**src/rtl/sfe_pkg.sv**
```systemverilog
package sfe_pkg;
  localparam int MAXW = 32;
  localparam int CRCW = 16;
  localparam logic [CRCW-1:0] CRC_POLY = 16'h1021;
  localparam logic [CRCW-1:0] CRC_SEED = 16'hFFFF;

  function automatic logic [5:0] wlen_bits(input logic [1:0] code);
    case (code)
      2'd0:    wlen_bits = 6'd16;
      2'd2:    wlen_bits = 6'd32;
      default: wlen_bits = 6'd24;
    endcase
  endfunction

  function automatic logic [CRCW-1:0] crc_step(input logic [CRCW-1:0] c, input logic b);
    crc_step = {c[CRCW-2:0], 1'b0} ^ ((c[CRCW-1] ^ b) ? CRC_POLY : '0);
  endfunction
endpackage

```
**src/rtl/sfe_sync.sv**
```systemverilog
module sfe_sync #(
  parameter int STAGES = 2
) (
  input  logic clk,
  input  logic rst_n,
  input  logic sclk,
  input  logic cs_n,
  input  logic din,
  output logic sclk_rise,
  output logic sclk_fall,
  output logic cs_hi,
  output logic din_s
);
  logic [STAGES-1:0] sclk_q, cs_q, din_q;
  logic sclk_d;

  generate
    if (STAGES == 1) begin : g_one
      always_ff @(posedge clk or negedge rst_n) begin
        if (!rst_n) begin
          sclk_q <= '0; cs_q <= '1; din_q <= '0;
        end else begin
          sclk_q <= sclk; cs_q <= cs_n; din_q <= din;
        end
      end
    end else begin : g_many
      always_ff @(posedge clk or negedge rst_n) begin
        if (!rst_n) begin
          sclk_q <= '0; cs_q <= '1; din_q <= '0;
        end else begin
          sclk_q <= {sclk_q[STAGES-2:0], sclk};
          cs_q   <= {cs_q[STAGES-2:0], cs_n};
          din_q  <= {din_q[STAGES-2:0], din};
        end
      end
    end
  endgenerate

  always_ff @(posedge clk or negedge rst_n) begin
    if (!rst_n) sclk_d <= 1'b0;
    else        sclk_d <= sclk_q[STAGES-1];
  end

  assign sclk_rise = sclk_q[STAGES-1] & ~sclk_d;
  assign sclk_fall = ~sclk_q[STAGES-1] & sclk_d;
  assign cs_hi     = cs_q[STAGES-1];
  assign din_s     = din_q[STAGES-1];
endmodule

```
**src/rtl/sfe_ctrl.sv**
```systemverilog
module sfe_ctrl #(
  parameter int WORDS   = 6,
  parameter int TIMEOUT_CYC = 32768,
  localparam int WIDXW  = $clog2(WORDS),
  localparam int TOW    = $clog2(TIMEOUT_CYC + 1)
) (
  input  logic             clk,
  input  logic             rst_n,
  input  logic             rise,
  input  logic             fall,
  input  logic             cs_hi,
  input  logic [1:0]       wlen,
  input  logic             to_en,
  output logic [5:0]       bit_idx,
  output logic [WIDXW-1:0] word_idx,
  output logic             word_done,
  output logic             frame_done
);
  import sfe_pkg::*;

  logic [5:0]     wbits;
  logic           active;
  logic [TOW-1:0] to_cnt;
  logic           to_fire;
  logic           last_bit;

  assign wbits      = wlen_bits(wlen);
  assign last_bit   = (bit_idx == wbits - 6'd1);
  assign to_fire    = to_en && active && (to_cnt == TOW'(TIMEOUT_CYC - 1));
  assign word_done  = fall && last_bit && !cs_hi && !to_fire;
  assign frame_done = word_done && (word_idx == WIDXW'(WORDS - 1));

  always_ff @(posedge clk or negedge rst_n) begin
    if (!rst_n) begin
      bit_idx <= '0; word_idx <= '0; active <= 1'b0; to_cnt <= '0;
    end else if (cs_hi || to_fire) begin
      bit_idx <= '0; word_idx <= '0; active <= 1'b0; to_cnt <= '0;
    end else begin
      if (rise) active <= 1'b1;
      if (active && to_cnt != TOW'(TIMEOUT_CYC - 1)) to_cnt <= to_cnt + 1'b1;
      if (fall) begin
        if (last_bit) begin
          bit_idx <= '0;
          if (frame_done) begin
            word_idx <= '0;
            active   <= 1'b0;
            to_cnt   <= '0;
          end else begin
            word_idx <= word_idx + 1'b1;
          end
        end else begin
          bit_idx <= bit_idx + 6'd1;
        end
      end
    end
  end


  bit_in_word_chk: assert property (@(posedge clk) disable iff (!rst_n)
    bit_idx < wbits);

  word_in_frame_chk: assert property (@(posedge clk) disable iff (!rst_n)
    word_idx < WIDXW'(WORDS));

  cs_resets_pos_chk: assert property (@(posedge clk) disable iff (!rst_n)
    cs_hi |=> (bit_idx == '0 && word_idx == '0));

  timeout_bound_chk: assert property (@(posedge clk) disable iff (!rst_n)
    (to_en && to_cnt == TOW'(TIMEOUT_CYC - 1)) |=> (bit_idx == '0 && word_idx == '0));
endmodule

```
**src/rtl/sfe_tx.sv**
```systemverilog
module sfe_tx #(
  parameter int NCH   = 4,
  parameter int SW    = 24,
  parameter int WORDS = NCH + 2,
  localparam int WIDXW = $clog2(WORDS)
) (
  input  logic              clk,
  input  logic              rst_n,
  input  logic              rise,
  input  logic              cs_hi,
  input  logic [5:0]        bit_idx,
  input  logic [WIDXW-1:0]  word_idx,
  input  logic [31:0]       resp,
  input  logic [NCH*SW-1:0] samples,
  output logic              dout
);
  import sfe_pkg::*;

  logic [31:0]       sh;
  logic [NCH*SW-1:0] smp_q;
  logic [CRCW-1:0]   crc;
  logic [31:0]       load_word;
  logic              first_bit;
  logic              next_bit;
  logic [CRCW-1:0]   crc_base;

  assign first_bit = (word_idx == '0) && (bit_idx == '0);

  always_comb begin
    load_word = '0;
    if (word_idx == '0) begin
      load_word = resp;
    end else if (word_idx == WIDXW'(WORDS - 1)) begin
      load_word = {crc, {(32-CRCW){1'b0}}};
    end else begin
      load_word = {smp_q[(int'(word_idx) - 1) * SW +: SW], {(32-SW){1'b0}}};
    end
  end

  assign next_bit = (bit_idx == '0) ? load_word[31] : sh[30];
  assign crc_base = first_bit ? CRC_SEED : crc;

  always_ff @(posedge clk or negedge rst_n) begin
    if (!rst_n) begin
      sh <= '0; smp_q <= '0; crc <= CRC_SEED;
    end else if (rise && !cs_hi) begin
      if (first_bit) smp_q <= samples;
      sh <= (bit_idx == '0) ? load_word : {sh[30:0], 1'b0};
      if (word_idx != WIDXW'(WORDS - 1)) crc <= crc_step(crc_base, next_bit);
    end
  end

  assign dout = cs_hi ? 1'b0 : sh[31];


  dout_rise_only_chk: assert property (@(posedge clk) disable iff (!rst_n)
    (!rise && !cs_hi) |=> (cs_hi || $stable(dout)));

  samples_held_chk: assert property (@(posedge clk) disable iff (!rst_n)
    !(rise && first_bit) |=> $stable(smp_q));
endmodule

```
**src/rtl/spi_frame_engine.sv**
```systemverilog
module spi_frame_engine #(
  parameter int NCH         = 4,
  parameter int SW          = 24,
  parameter int SYNC_STAGES = 2,
  parameter int TIMEOUT_CYC = 32768,
  localparam int WORDS = NCH + 2,
  localparam int WIDXW = $clog2(WORDS)
) (
  input  logic              clk,
  input  logic              rst_n,
  input  logic              sclk,
  input  logic              cs_n,
  input  logic              din,
  output logic              dout,
  input  logic [1:0]        cfg_wlen,
  input  logic              cfg_timeout_en,
  input  logic [NCH*SW-1:0] sample_bus,
  output logic              cmd_valid,
  input  logic              cmd_ready,
  output logic [31:0]       cmd_word,
  output logic [31:0]       cmd_chk
);
  import sfe_pkg::*;

  logic             rise, fall, cs_hi, din_s;
  logic [5:0]       bit_idx;
  logic [WIDXW-1:0] word_idx;
  logic             word_done, frame_done;
  logic [31:0]      rx, rx_next, rx_left;
  logic [31:0]      cmd_q, chk_q, resp_q;
  logic [5:0]       wbits;

  sfe_sync #(.STAGES(SYNC_STAGES)) u_sync (
    .clk(clk), .rst_n(rst_n), .sclk(sclk), .cs_n(cs_n), .din(din),
    .sclk_rise(rise), .sclk_fall(fall), .cs_hi(cs_hi), .din_s(din_s)
  );

  sfe_ctrl #(.WORDS(WORDS), .TIMEOUT_CYC(TIMEOUT_CYC)) u_ctrl (
    .clk(clk), .rst_n(rst_n), .rise(rise), .fall(fall), .cs_hi(cs_hi),
    .wlen(cfg_wlen), .to_en(cfg_timeout_en), .bit_idx(bit_idx),
    .word_idx(word_idx), .word_done(word_done), .frame_done(frame_done)
  );

  sfe_tx #(.NCH(NCH), .SW(SW), .WORDS(WORDS)) u_tx (
    .clk(clk), .rst_n(rst_n), .rise(rise), .cs_hi(cs_hi), .bit_idx(bit_idx),
    .word_idx(word_idx), .resp(resp_q), .samples(sample_bus), .dout(dout)
  );

  assign wbits   = wlen_bits(cfg_wlen);
  assign rx_next = {rx[30:0], din_s};
  assign rx_left = rx_next << (6'd32 - wbits);

  always_ff @(posedge clk or negedge rst_n) begin
    if (!rst_n) begin
      rx <= '0; cmd_q <= '0; chk_q <= '0; resp_q <= '0;
      cmd_valid <= 1'b0; cmd_word <= '0; cmd_chk <= '0;
    end else begin
      if (fall && !cs_hi) rx <= rx_next;
      if (word_done && word_idx == WIDXW'(0)) cmd_q <= rx_left;
      if (word_done && word_idx == WIDXW'(1)) chk_q <= rx_left;
      if (frame_done) begin
        resp_q    <= cmd_q;
        cmd_word  <= cmd_q;
        cmd_chk   <= chk_q;
        cmd_valid <= 1'b1;
      end else if (cmd_ready) begin
        cmd_valid <= 1'b0;
      end
    end
  end


  resp_commit_chk: assert property (@(posedge clk) disable iff (!rst_n)
    !frame_done |=> $stable(resp_q));

  valid_hold_chk: assert property (@(posedge clk) disable iff (!rst_n)
    (cmd_valid && !cmd_ready) |=> cmd_valid);

  data_hold_chk: assert property (@(posedge clk) disable iff (!rst_n)
    (cmd_valid && !cmd_ready && !frame_done) |=> ($stable(cmd_word) && $stable(cmd_chk)));

  valid_source_chk: assert property (@(posedge clk) disable iff (!rst_n)
    $rose(cmd_valid) |-> $past(frame_done));
endmodule

```
**config.mk**
```make
export PLATFORM = sky130hd
export DESIGN_NAME = spi_frame_engine
export DESIGN_NICKNAME = d
export VERILOG_FILES = /design/src/rtl/sfe_pkg.sv /design/src/rtl/sfe_sync.sv /design/src/rtl/sfe_ctrl.sv /design/src/rtl/sfe_tx.sv /design/src/rtl/spi_frame_engine.sv
export SDC_FILE = /design/constraint.sdc
export NUM_CORES = 1
export LEC_CHECK = 0
export BUFFER_PORTS_ARGS = -buffer_cell sky130_fd_sc_hd__buf_2
export CAP_MARGIN = 20
export CELL_PAD_IN_SITES_DETAIL_PLACEMENT = 1
export CELL_PAD_IN_SITES_GLOBAL_PLACEMENT = 2
export CORE_MARGIN = 5
export CORE_UTILIZATION = 41
export CTS_BUF_LIST = sky130_fd_sc_hd__clkbuf_4
export DETAILED_ROUTE_END_ITERATION = 12
export PLACE_DENSITY_LB_ADDON = 0.08
export SYNTH_ARGS = -nofsm -noshare
export SYNTH_HDL_FRONTEND = slang
export SYNTH_SLANG_ARGS = --single-unit
```
**constraint.sdc**
```tcl
create_clock -name clk -period 6 [get_ports clk]
set_input_delay 0.9 -clock clk [delete_from_list [all_inputs] [get_ports clk]]
set_output_delay 0.9 -clock clk [all_outputs]
set_load 0.005 [all_outputs]
```
## Word-level counts from Yosys, hierarchy flattened

Cells that the tools add are included.

| word-level totals | value |
|---|---|
| bits in registers | 337 |
| bits in latches | 0 |
| bits in writable memories | 0 |
| bits in read-only memories | 0 |
| bits of input ports | 105 |
| word-level logic and storage cells | 90 |
| memories kept | 0 |

| operators by class | value |
|---|---|
| add/sub/neg operators | 6 |
| multipliers | 1 |
| div/mod/pow operators | 0 |
| order comparisons | 0 |
| equality and inequality tests | 7 |
| shift operators | 2 |
| mux-type cells | 27 |
| bitwise logic cells | 6 |
| reductions and logical operators | 24 |

Operators with widths:

| operator | number |
|---|---|
| $mux W16 | 6 |
| $mux W32 | 3 |
| $shiftx A96 B32 Y24 | 1 |
| $mul A32 B3 Y29 const B | 1 |
| $shl A32 B6 Y32 | 1 |
| $mux W6 | 3 |
| $add A16 B1 Y16 const B | 1 |
| $eq A16 B15 Y1 const B | 1 |
| $ne A16 B15 Y1 const B | 1 |
| $xor A16 B16 Y16 | 1 |
| $mux W13 | 1 |
| $logic_and A1 B1 Y1 | 12 |
| $mux W3 | 4 |
| $pmux W6 S2 | 1 |
| $mux W1 | 9 |
| $add A6 B1 Y6 const B | 1 |
| $eq A6 B6 Y1 | 1 |
| $logic_not A6 Y1 | 1 |
| $reduce_and A2 Y1 | 3 |
| $reduce_bool A2 Y1 | 3 |
| $sub A6 B1 Y6 const B | 1 |
| $sub A6 B6 Y6 const A | 1 |
| $sub A3 B1 Y4 const B | 1 |
| $add A3 B1 Y3 const B | 1 |
| 11 further kinds | 14 |

## Logic depth before layout (Yosys ltp)

Gate-level depths: netlist of run 1.

| logic depth | value |
|---|---|
| depth in word-level cells | 12 |
| mapped depth | 20 |

## Modules after synthesis

Synthesis of run 1 repeated with hierarchy kept, for this count alone.

| unflattened totals | value |
|---|---|
| cell total of the unflattened synthesis | 1525 |
| area total of the unflattened synthesis | 16833.6 µm² |

Modules (own cells, without submodules):

| module | times used | cells an instance | area an instance (µm²) | sequential area each (µm²) |
|---|---|---|---|---|
| sfe_tx | 1 | 872 | 8692.1 | 3623.5 |
| spi_frame_engine | 1 | 486 | 6391.1 | 4003.8 |
| sfe_ctrl | 1 | 158 | 1557.7 | 650.6 |
| sfe_sync | 1 | 9 | 192.7 | 177.7 |

## Worst setup path after synthesis of run 1

No wires, ideal clock.

| timing path | value |
|---|---|
| path kind | register -> register |
| from | register u_ctrl.word_idx[0] |
| to | register u_tx.sh[16] |
| library setup time | 0.083 ns |
| data arrival time | 4.280 ns |
| data required time | 5.917 ns |
| setup slack | 1.638 ns |
| cell stages (with the launch flop) | 20 |
| path buffers | 7 |
| clock period less this slack | 4.362 ns |
| path through | dfrtp_1 -> inv_1 -> buf_2 -> buf_2 -> clkbuf_1 -> ha_1 -> buf_2 -> buf_2 -> inv_1 -> clkbuf_1 -> ha_1 -> ha_1 -> inv_1 -> fa_1 -> xnor2_1 -> and4_1 -> buf_2 -> nand2_1 -> and3b_1 -> o21ai_0 |

| between the ends | value |
|---|---|
| cells in the longest elaborated chain, start to end | 6 |

RTL lines:

| item | line | source |
|---|---|---|
| from (decl) | sfe_ctrl.sv:15 | `output logic [WIDXW-1:0] word_idx,` |
| from (signal assigned) | sfe_ctrl.sv:49 | `word_idx <= word_idx + 1'b1;` |
| $sub A3 B1 Y4 | sfe_tx.sv:36 | `load_word = {smp_q[(int'(word_idx) - 1) * SW +: SW], {(32-SW){1'b0}}};` |
| $mul A32 B3 Y29 | sfe_tx.sv:36 |  |
| $shiftx A96 B32 Y24 | sfe_tx.sv:36 |  |
| $mux W32 | sfe_tx.sv:33 | `end else if (word_idx == WIDXW'(WORDS - 1)) begin` |
| $mux W32 * | sfe_tx.sv:31 | `if (word_idx == '0) begin` |
| $mux W32 * | sfe_tx.sv:48 | `sh <= (bit_idx == '0) ? load_word : {sh[30:0], 1'b0};` |
| to (signal assigned) | sfe_tx.sv:48 |  |
| to (decl) | sfe_tx.sv:19 | `logic [31:0] sh;` |

Every way passes the cells marked *; elsewhere a longest branch is shown, timed or not.
A chain may end at the register's enable or synchronous reset.

## Final worst setup path of run 1

| timing path | value |
|---|---|
| from | register u_ctrl.word_idx[1] |
| to | register u_tx.sh[16] |

The elaborated chain is that of the path after synthesis.

==> results of run 1 <==
cells in the mapped netlist (all sizes together), types with 18 or more instances:
| library cell | instances |
|---|---|
| a21oi | 77 |
| o21ai | 88 |
| mux2i | 75 |
| mux2 | 242 |
| nor2 | 59 |
| dfstp | 18 |
| clkbuf | 47 |
| dfrtp | 319 |
| a31oi | 28 |
| nand2 | 136 |
| and3 | 24 |
| nand3 | 55 |
| buf | 57 |
where the power goes:
group,internal [mW],switching [mW]
clock network,1.20,1.00
registers,2.50,0.319
logic,0.273,0.240
area by class of cell:
type | count | area share (%)
clock buffer | 142 | 5.50
multi-input combinational | 1009 | 40.9
tap | 532 | 3.43
timing repair buffer | 192 | 5.35
inverter | 14 | 0.271
sequential | 337 | 43.6
clock inverter | 24 | 0.897
antenna | 3 | 0.0387
through the flow:
stage / area, sq um / utilization, % / setup slack, ns / std cells
after floorplan: 16900 / - / 1.64 / 1464
after global placement: 18100 / 44.4 / 2.07 / 2084
after detailed placement: 18100 / 44.4 / 1.91 / 2084
after CTS: 19400 / 47.5 / 1.91 / 2250
after global routing: 19400 / 47.5 / 1.54 / 2252
final: 19400 / 47.5 / 1.89 / 2253
how the worst max path moves through the flow:
| stage | from | end | slack [ns] | depth (start not counted) |
|---|---|---|---|---|
| after floorplan | u_ctrl.word_idx[0] | u_tx.sh[16] | 1.64 | 19 |
| after CTS | u_ctrl.word_idx[1] | u_tx.sh[22] | 1.91 | 12 |
| after global placement | u_ctrl.word_idx[0] | u_tx.sh[16] | 2.07 | 14 |
| after detailed placement | u_ctrl.word_idx[1] | u_tx.sh[16] | 1.91 | 13 |
| final | u_ctrl.word_idx[1] | u_tx.sh[16] | 1.89 | 13 |
| after global routing | u_ctrl.word_idx[1] | u_tx.sh[17] | 1.54 | 13 |
per-layer routing:
layer  vias to the layer above  global-route usage [%]  part of all wire, %
met5                         -                       0                    0
met2                       278                    35.3                   45
met3                        64                    4.86                  5.0
met1                      6445                    34.6                   48
met4                         0                    6.03                  1.8
li1                       5742                       -                    -
critical path, cell delays in order (launching register included):
cell,delay [ns]
dfrtp_1,0.51
inv_1,0.16
ha_4,0.45
inv_1,0.30
ha_1,0.38
ha_1,0.13
inv_1,0.05
fa_1,0.41
xnor2_1,0.53
and4_1,0.60
nand2_1,0.13
nand2_1,0.09
o211ai_1,0.08
o21ai_0,0.20
sequential cells by signal (all words and copies together) (netlist names), 3 cells and up:
name	count
u_tx.smp_q	96
chk_q	32
cmd_chk	32
cmd_q	32
resp_q	32
u_tx.sh	32
rx	31
u_ctrl.to_cnt	16
u_tx.crc	16
u_ctrl.bit_idx	6
u_ctrl.word_idx	3
logic make-up after synthesis:
logic type | after synthesis | share of synthesized area [%]
compound gates | 295 | 10.9
xor+xnor | 25 | 1.34
fa+ha+maj | 12 | 0.977
buf+inv | 118 | 3.32
flops | 337 | 50.0
simple gates | 345 | 9.75
mux | 332 | 23.7
==> metrics.md, run 1 <==
| Metric | Value |
|---|---|
| Status | completed |
| Num Clock Sinks | 337 |
| Slew headroom | between 30% and 40% |
| Die height | 213 um |
| Total Wirelength | about 53000 um |
| Placer Congestion | 0.861 |
| Syn Nets | 1581 |
| Final setup vio count | 0 |
| Post-layout min period | 4.11 ns |
| Synth Instances | roughly 1500 |
| Area of the multi-input gates | about 8000 sq um |
| PwrDens | 286 nW/um^2 |
| Dpl hpwl | 37600 um |
| FF/Latch Area | approximately 8500 sq um |
| Synth top area share | a little under half |
| Register bit count reported by yosys | 337 |
| Worst-margin pin slew | about 0.99 ns |
| Worst R2R Setup Slack | 1.89 ns |
| WP data arrival | 4.82 ns |
| Grt ovf | 0 |
| Yosys Warn Count | 0 |
| Total leakage power | between 8 and 9 nW |
| GR Util All Layers | about a quarter |
| First-pass GRT wire length | 81400 um |
| Clock skew | 0.0858 ns |
| Fraction of layout cells with a size suffix above 1 | 37.4% |
| Crit start category | flop |
| Final Hold Viols | 0 |
| Largest net degree at the start of global routing | ~160 |
| Hold Path Class | input pin to async pin |
| Row count | 74 |
| Total CTS buffers | 95 |
| Number of top-level pins | 171 |
| Routed len/inst | 23.5 um |
| Register-to-Register Path Depth | 13 |
| Sequential area share after synthesis | 50.0% |
| Hold_buf cts | 0 |
| Post-Syn Area per Cell | ~12 sq um |
| Initial antenna violation count | 3 |
| Setup Buffers After CTS | 0 |
| Main flop type after synthesis | dfrtp_1 |
| H-tree Lvls | 3 |
| Fmax | 0.243 GHz |
| Endpoint class of the critical path | flop |
| CORE AREA | slightly above 40000 sq um |
| Hold_ws | 0.0927 ns |
| Drt first pass iters | 5 |
| Most common cell after layout, fill and taps aside | dfrtp_1 |
| Reg-to-Reg End | u_tx.sh[16] |
| Initial detailed-routing violation count | 816 |
| Worst EP required | 6.70 ns |
| CTS Root Cell | clkbuf_4 |
| Mapped cell area | 16900 sq um |
| Die Width | roughly 210 um |
| DR vias | 12529 |
| Max Cap Viol | 0 |
| Max-slew violation count | 0 |
| Vias in the first global route | around 13000 |
| Leading area contributor after synthesis | dfrtp_1 |
| Worst R2R Start | u_ctrl.word_idx[1] |
| Area growth from synthesis to layout | 14.8% |
| Top post-synthesis cells by area | dfrtp_1 47%, mux2_2 13%, mux2i_1 4.4% |
| Overall power | 5.54 mW |
| Final net count | 1766 |
| Post-cts resize count | 0 |
| Initial Util | between 40 and 50% |
| Worst-skew pair later-pin latency | 0.82 ns |
| Post-synth EDFFs | 0 |
| Final TNS setup | 0 ns |
| Most frequent cells in the layout | 318 x dfrtp_1, 193 x mux2_2, 169 x buf_2, 142 x clkbuf_4, 135 x nand2_1 |
| Fill count | roughly 4400 |
| Port Buf Inserts | between 150 and 200 |
| Worst-path fanout max | 17 |
| CTS tree | built |
| Unrepaired setup endpoints after global routing | no |
| Synth cell types | 73 |
| Final ANT Viol Nets | 0 |
| Longest Clk Path Bufs | 3 |
| DRC errors left | 0 |
| WS Path Type | flop to flop |
| Post-synthesis async set-or-reset flop share | 100% |
| Via density | 5.56 |
| Worst-path clk slew | roughly 0.06 ns |
| Peak supply drop | 0.137 mV |
| Die area | between 40000 and 50000 sq um |
| Final Cycle Share | 68.5% |
No activity file was read; power rests on OpenSTA's default activity.
==> run 2: changes to the inputs <==
- ABC_AREA: not set -> 1
- CORE_UTILIZATION: 41 -> 38
- clock period: 6 -> 4.15 ns (I/O delays scaled with it)
==> metrics.md, run 2 <==
| Metric | Value |
|---|---|
| Leading area contributor after synthesis | dfrtp_1 (unchanged) |
| Die height | 218 um (was 213 um) |
| PwrDens | 532 nW/um^2 (was 286 nW/um^2) |
| Post-synthesis async set-or-reset flop share | 100% (unchanged) |
| Via density | 5.24 (was 5.56) |
| Reg-to-Reg End | u_tx.crc[5] (was u_tx.sh[16]) |
| Hold_ws | 0.0687 ns (was 0.0927 ns) |
| Yosys Warn Count | 0 (unchanged) |
| Final ANT Viol Nets | 0 (unchanged) |
| Sequential area share after synthesis | 51.4% (was 50.0%) |
| Final instance area | 19900 sq um (was 19400 sq um) |
| Top reg by flops | u_tx.smp_q (unchanged) |
| Max FFs per register | 96 (unchanged) |
| Synth Instances | 1795 (was 1464) |
| Worst-skew pair later-pin latency | 0.85 ns (was 0.82 ns) |
| Worst-path clk slew | 0.06 ns (about the same) |
| FF/Latch Area | 8460 sq um (unchanged) |
| Final Cycle Share | 83.3% (was 68.5%) |
| Status | completed (unchanged) |
| Fraction of layout cells with a size suffix above 1 | 24.1% (was 37.4%) |
| Unrepaired setup endpoints after global routing | no (unchanged) |
| Final net count | 2179 (was 1766) |
| Final setup vio count | 0 (unchanged) |
| CORE AREA | 43000 sq um (was 40800 sq um) |
| Endpoint class of the critical path | flop (unchanged) |
| H-tree Lvls | 3 (unchanged) |
| Vias in the first global route | 15141 (was 13319) |
| Placed inst area | 17900 sq um (was 18100 sq um) |
| Number of top-level pins | 171 (unchanged) |
| Grt ovf | 0 (unchanged) |
| Synth cell count leaders | 319 x dfrtp_1, 311 x nand2_1, 188 x o21ai_0, 153 x a21oi_1, 148 x inv_1 (was 319 x dfrtp_1, 193 x mux2_2, 135 x nand2_1, 82 x o21ai_0, 77 x a21oi_1) |
| DRC errors left | 0 (unchanged) |
| Synth cell types | 50 (was 73) |
| Worst EP required | 4.92 ns (was 6.70 ns) |
| Post-layout min period | 3.46 ns (was 4.11 ns) |
| Mapped cell area | 16500 sq um (was 16900 sq um) |
| Peak supply drop | 0.224 mV (was 0.137 mV) |
| Worst-margin pin slew | 0.955 ns (was 0.988 ns) |
| Largest net degree at the start of global routing | 82 (was 161) |
| Initial detailed-routing violation count | 1047 (was 816) |
| Most common cell after layout, fill and taps aside | dfrtp_1 (unchanged) |
| WS Path Type | flop to flop (unchanged) |
| GR Util All Layers | 24.5% (was 23.4%) |
| Post-Syn Area per Cell | 9.17 sq um (was 11.5 sq um) |
| Area growth from synthesis to layout | 21.1% (was 14.8%) |
| Routed len/inst | 21.3 um (was 23.5 um) |
| Placer Congestion | 0.898 (was 0.861) |
| Initial antenna violation count | 2 (was 3) |
| Critical Path Start | u_ctrl.word_idx[1] (unchanged) |
| Final Hold Viols | 0 (unchanged) |
| Fill count | 5124 (was 4417) |
| DR vias | 14320 (was 12529) |
| Slew headroom | 35.6% (was 33.8%) |
| First-pass GRT wire length | 90500 um (was 81400 um) |
| Total leakage power | 9.83 nW (was 8.87 nW) |
| Worst-path fanout max | 33 (was 17) |
| WP data arrival | 4.23 ns (was 4.82 ns) |
| Hold path depth | 3 |
| Setup Buffers After CTS | 0 (unchanged) |
| Top post-synthesis cells by area | dfrtp_1 49%, nand2_1 7.1%, o21ai_0 5.7% (was dfrtp_1 47%, mux2_2 13%, mux2i_1 4.4%) |
| Clock skew | 0.0594 ns (was 0.0858 ns) |
| Crit path to | u_tx.crc[5] (was u_tx.sh[16]) |
| Max Cap Viol | 0 (unchanged) |
| Initial Util | 38.3% (was 41.4%) |
| Drt first pass iters | 5 (unchanged) |
| Top-count cell post-synth | dfrtp_1 (unchanged) |
| Area of the multi-input gates | 6890 sq um (was 7940 sq um) |
| Final TNS setup | 0 ns (unchanged) |
| Syn Nets | 1912 (was 1581) |
| Num Clock Sinks | 337 (unchanged) |
| Main flop type after synthesis | dfrtp_1 (unchanged) |
| Total Wirelength | 58300 um (was 52900 um) |
| CTS Root Cell | clkbuf_4 (unchanged) |
| Register bit count reported by yosys | 337 (unchanged) |
| CTS tree | built (unchanged) |
| Worst R2R Setup Slack | 0.69 ns (was 1.89 ns) |
| Port Buf Inserts | 170 (unchanged) |
| Crit start category | flop (unchanged) |
| Longest Clk Path Bufs | 3 (unchanged) |
| Die Width | 218 um (was 213 um) |
| Register-to-Register Path Depth | 20 (was 13) |
| Most frequent cells in the layout | 318 x dfrtp_1, 310 x nand2_1, 188 x o21ai_0, 169 x buf_2, 153 x a21oi_1 (was 318 x dfrtp_1, 193 x mux2_2, 169 x buf_2, 142 x clkbuf_4, 135 x nand2_1) |
| Synth top area share | 48.5% (was 47.2%) |
| Dpl hpwl | 41500 um (was 37600 um) |
| Worst R2R Start | u_ctrl.word_idx[1] (unchanged) |
| Finished Layout Cells | 2733 (was 2253) |
| Total CTS buffers | 95 (unchanged) |
| Max-slew violation count | 0 (unchanged) |
| DP Cell Count | 2471 (was 2084) |
| Row count | 76 (was 74) |
| Fmax | 0.289 GHz (was 0.243 GHz) |
| Post-synth EDFFs | 0 (unchanged) |
| Final Util | 46.4% (was 47.5%) |
| Die area | 47600 sq um (was 45400 sq um) |
| Hold Path Class | input pin to flop (was input pin to async pin) |
## run 2: cell types whose count changed after synthesis, moves of 17 or more
cell / change
a21oi_1: +76
a221oi_1: +25
a22oi_1: +18
a31oi_1: -26
and2_1: -17
and3_1: -23
clkbuf_1: +20
inv_1: +135
mux2_2: -145
mux2i_1: -75
nand2_1: +176
nand3_1: +31
nor2_1: +71
o21ai_0: +106
## run 2: kinds of logic after synthesis
logic type      synth area share [%]
buf+inv                         6.87
xor+xnor                        1.06
compound gates                  17.0
mux                             7.76
simple gates                    15.0
flops                           51.4
fa+ha+maj                       1.00
## run 2: worst max-delay path: stages (launching register included)
cell,delay [ns]
dfrtp_1,0.42
inv_1,0.13
ha_1,0.32
buf_4,0.20
nand2_2,0.23
inv_2,0.38
nor2_4,0.07
inv_4,0.27
nand2_2,0.28
inv_2,0.21
nand2_1,0.07
nand2_1,0.07
nand3_1,0.08
nand2_1,0.08
nand2_1,0.09
nand2_1,0.11
nand2_1,0.10
nand3_1,0.09
nand2_1,0.06
nand2_1,0.05
nand2_1,0.05
## run 2: report_power, final
| part | leakage [nW] | switching, mW | total, mW | internal, mW |
|---|---|---|---|---|
| Combinational | 4.82 | 2.09 | 3.07 | 0.976 |
| Sequential | 4.26 | 0.517 | 4.40 | 3.89 |
| Clock | 0.742 | 1.52 | 3.14 | 1.62 |
| Total | 9.83 | 4.13 | 10.6 | 6.48 |
## run 2: area by class of cell
cell class | count | area share (%)
Antenna cell | 5 | 0.0628
Clock buffer | 139 | 5.24
Clock inverter | 39 | 1.00
Inverter | 158 | 2.99
Multi-Input combinational cell | 1185 | 34.6
Sequential cell | 337 | 42.4
Tap cell | 585 | 3.67
Timing Repair Buffer | 285 | 10.0
## run 2: timing repair
item,4_1_cts,5_1_grt
endpoints found under the setup margin,0,0
resized for setup,0,0
hold buffers,78,0
endpoints found under the hold margin,150,0
## run 2: worst min-delay path by stage
stage | to | start | slack (ns)
finish | u_tx.smp_q[19] | sample_bus[19] | 0.07
global route | u_tx.smp_q[19] | sample_bus[19] | 0.003
CTS | u_tx.smp_q[85] | sample_bus[85] | 0.001
detailed placement | u_sync.sclk_q[1] | u_sync.sclk_q[0] | 0.34
global placement | u_sync.sclk_q[1] | u_sync.sclk_q[0] | 0.34
floorplan | chk_q[0] | rst_n | 0.33
## run 2: metal layers
metal	track usage [%]	routed length (um)	vias up
li1	-	-	6685
met3	5.62	3050	81
met2	37.7	26500	325
met5	0	0	-
met1	35.1	27600	7229
met4	6.45	1170	0
## run 2: metrics by stage
stage	power (mW)	setup WS, ns
2_1_floorplan	6.12	0.260
3_3_place_gp	7.37	0.895
3_5_place_dp	7.42	0.778
4_1_cts	10.7	0.722
5_1_grt	11.3	0.377
6_report	10.6	0.692
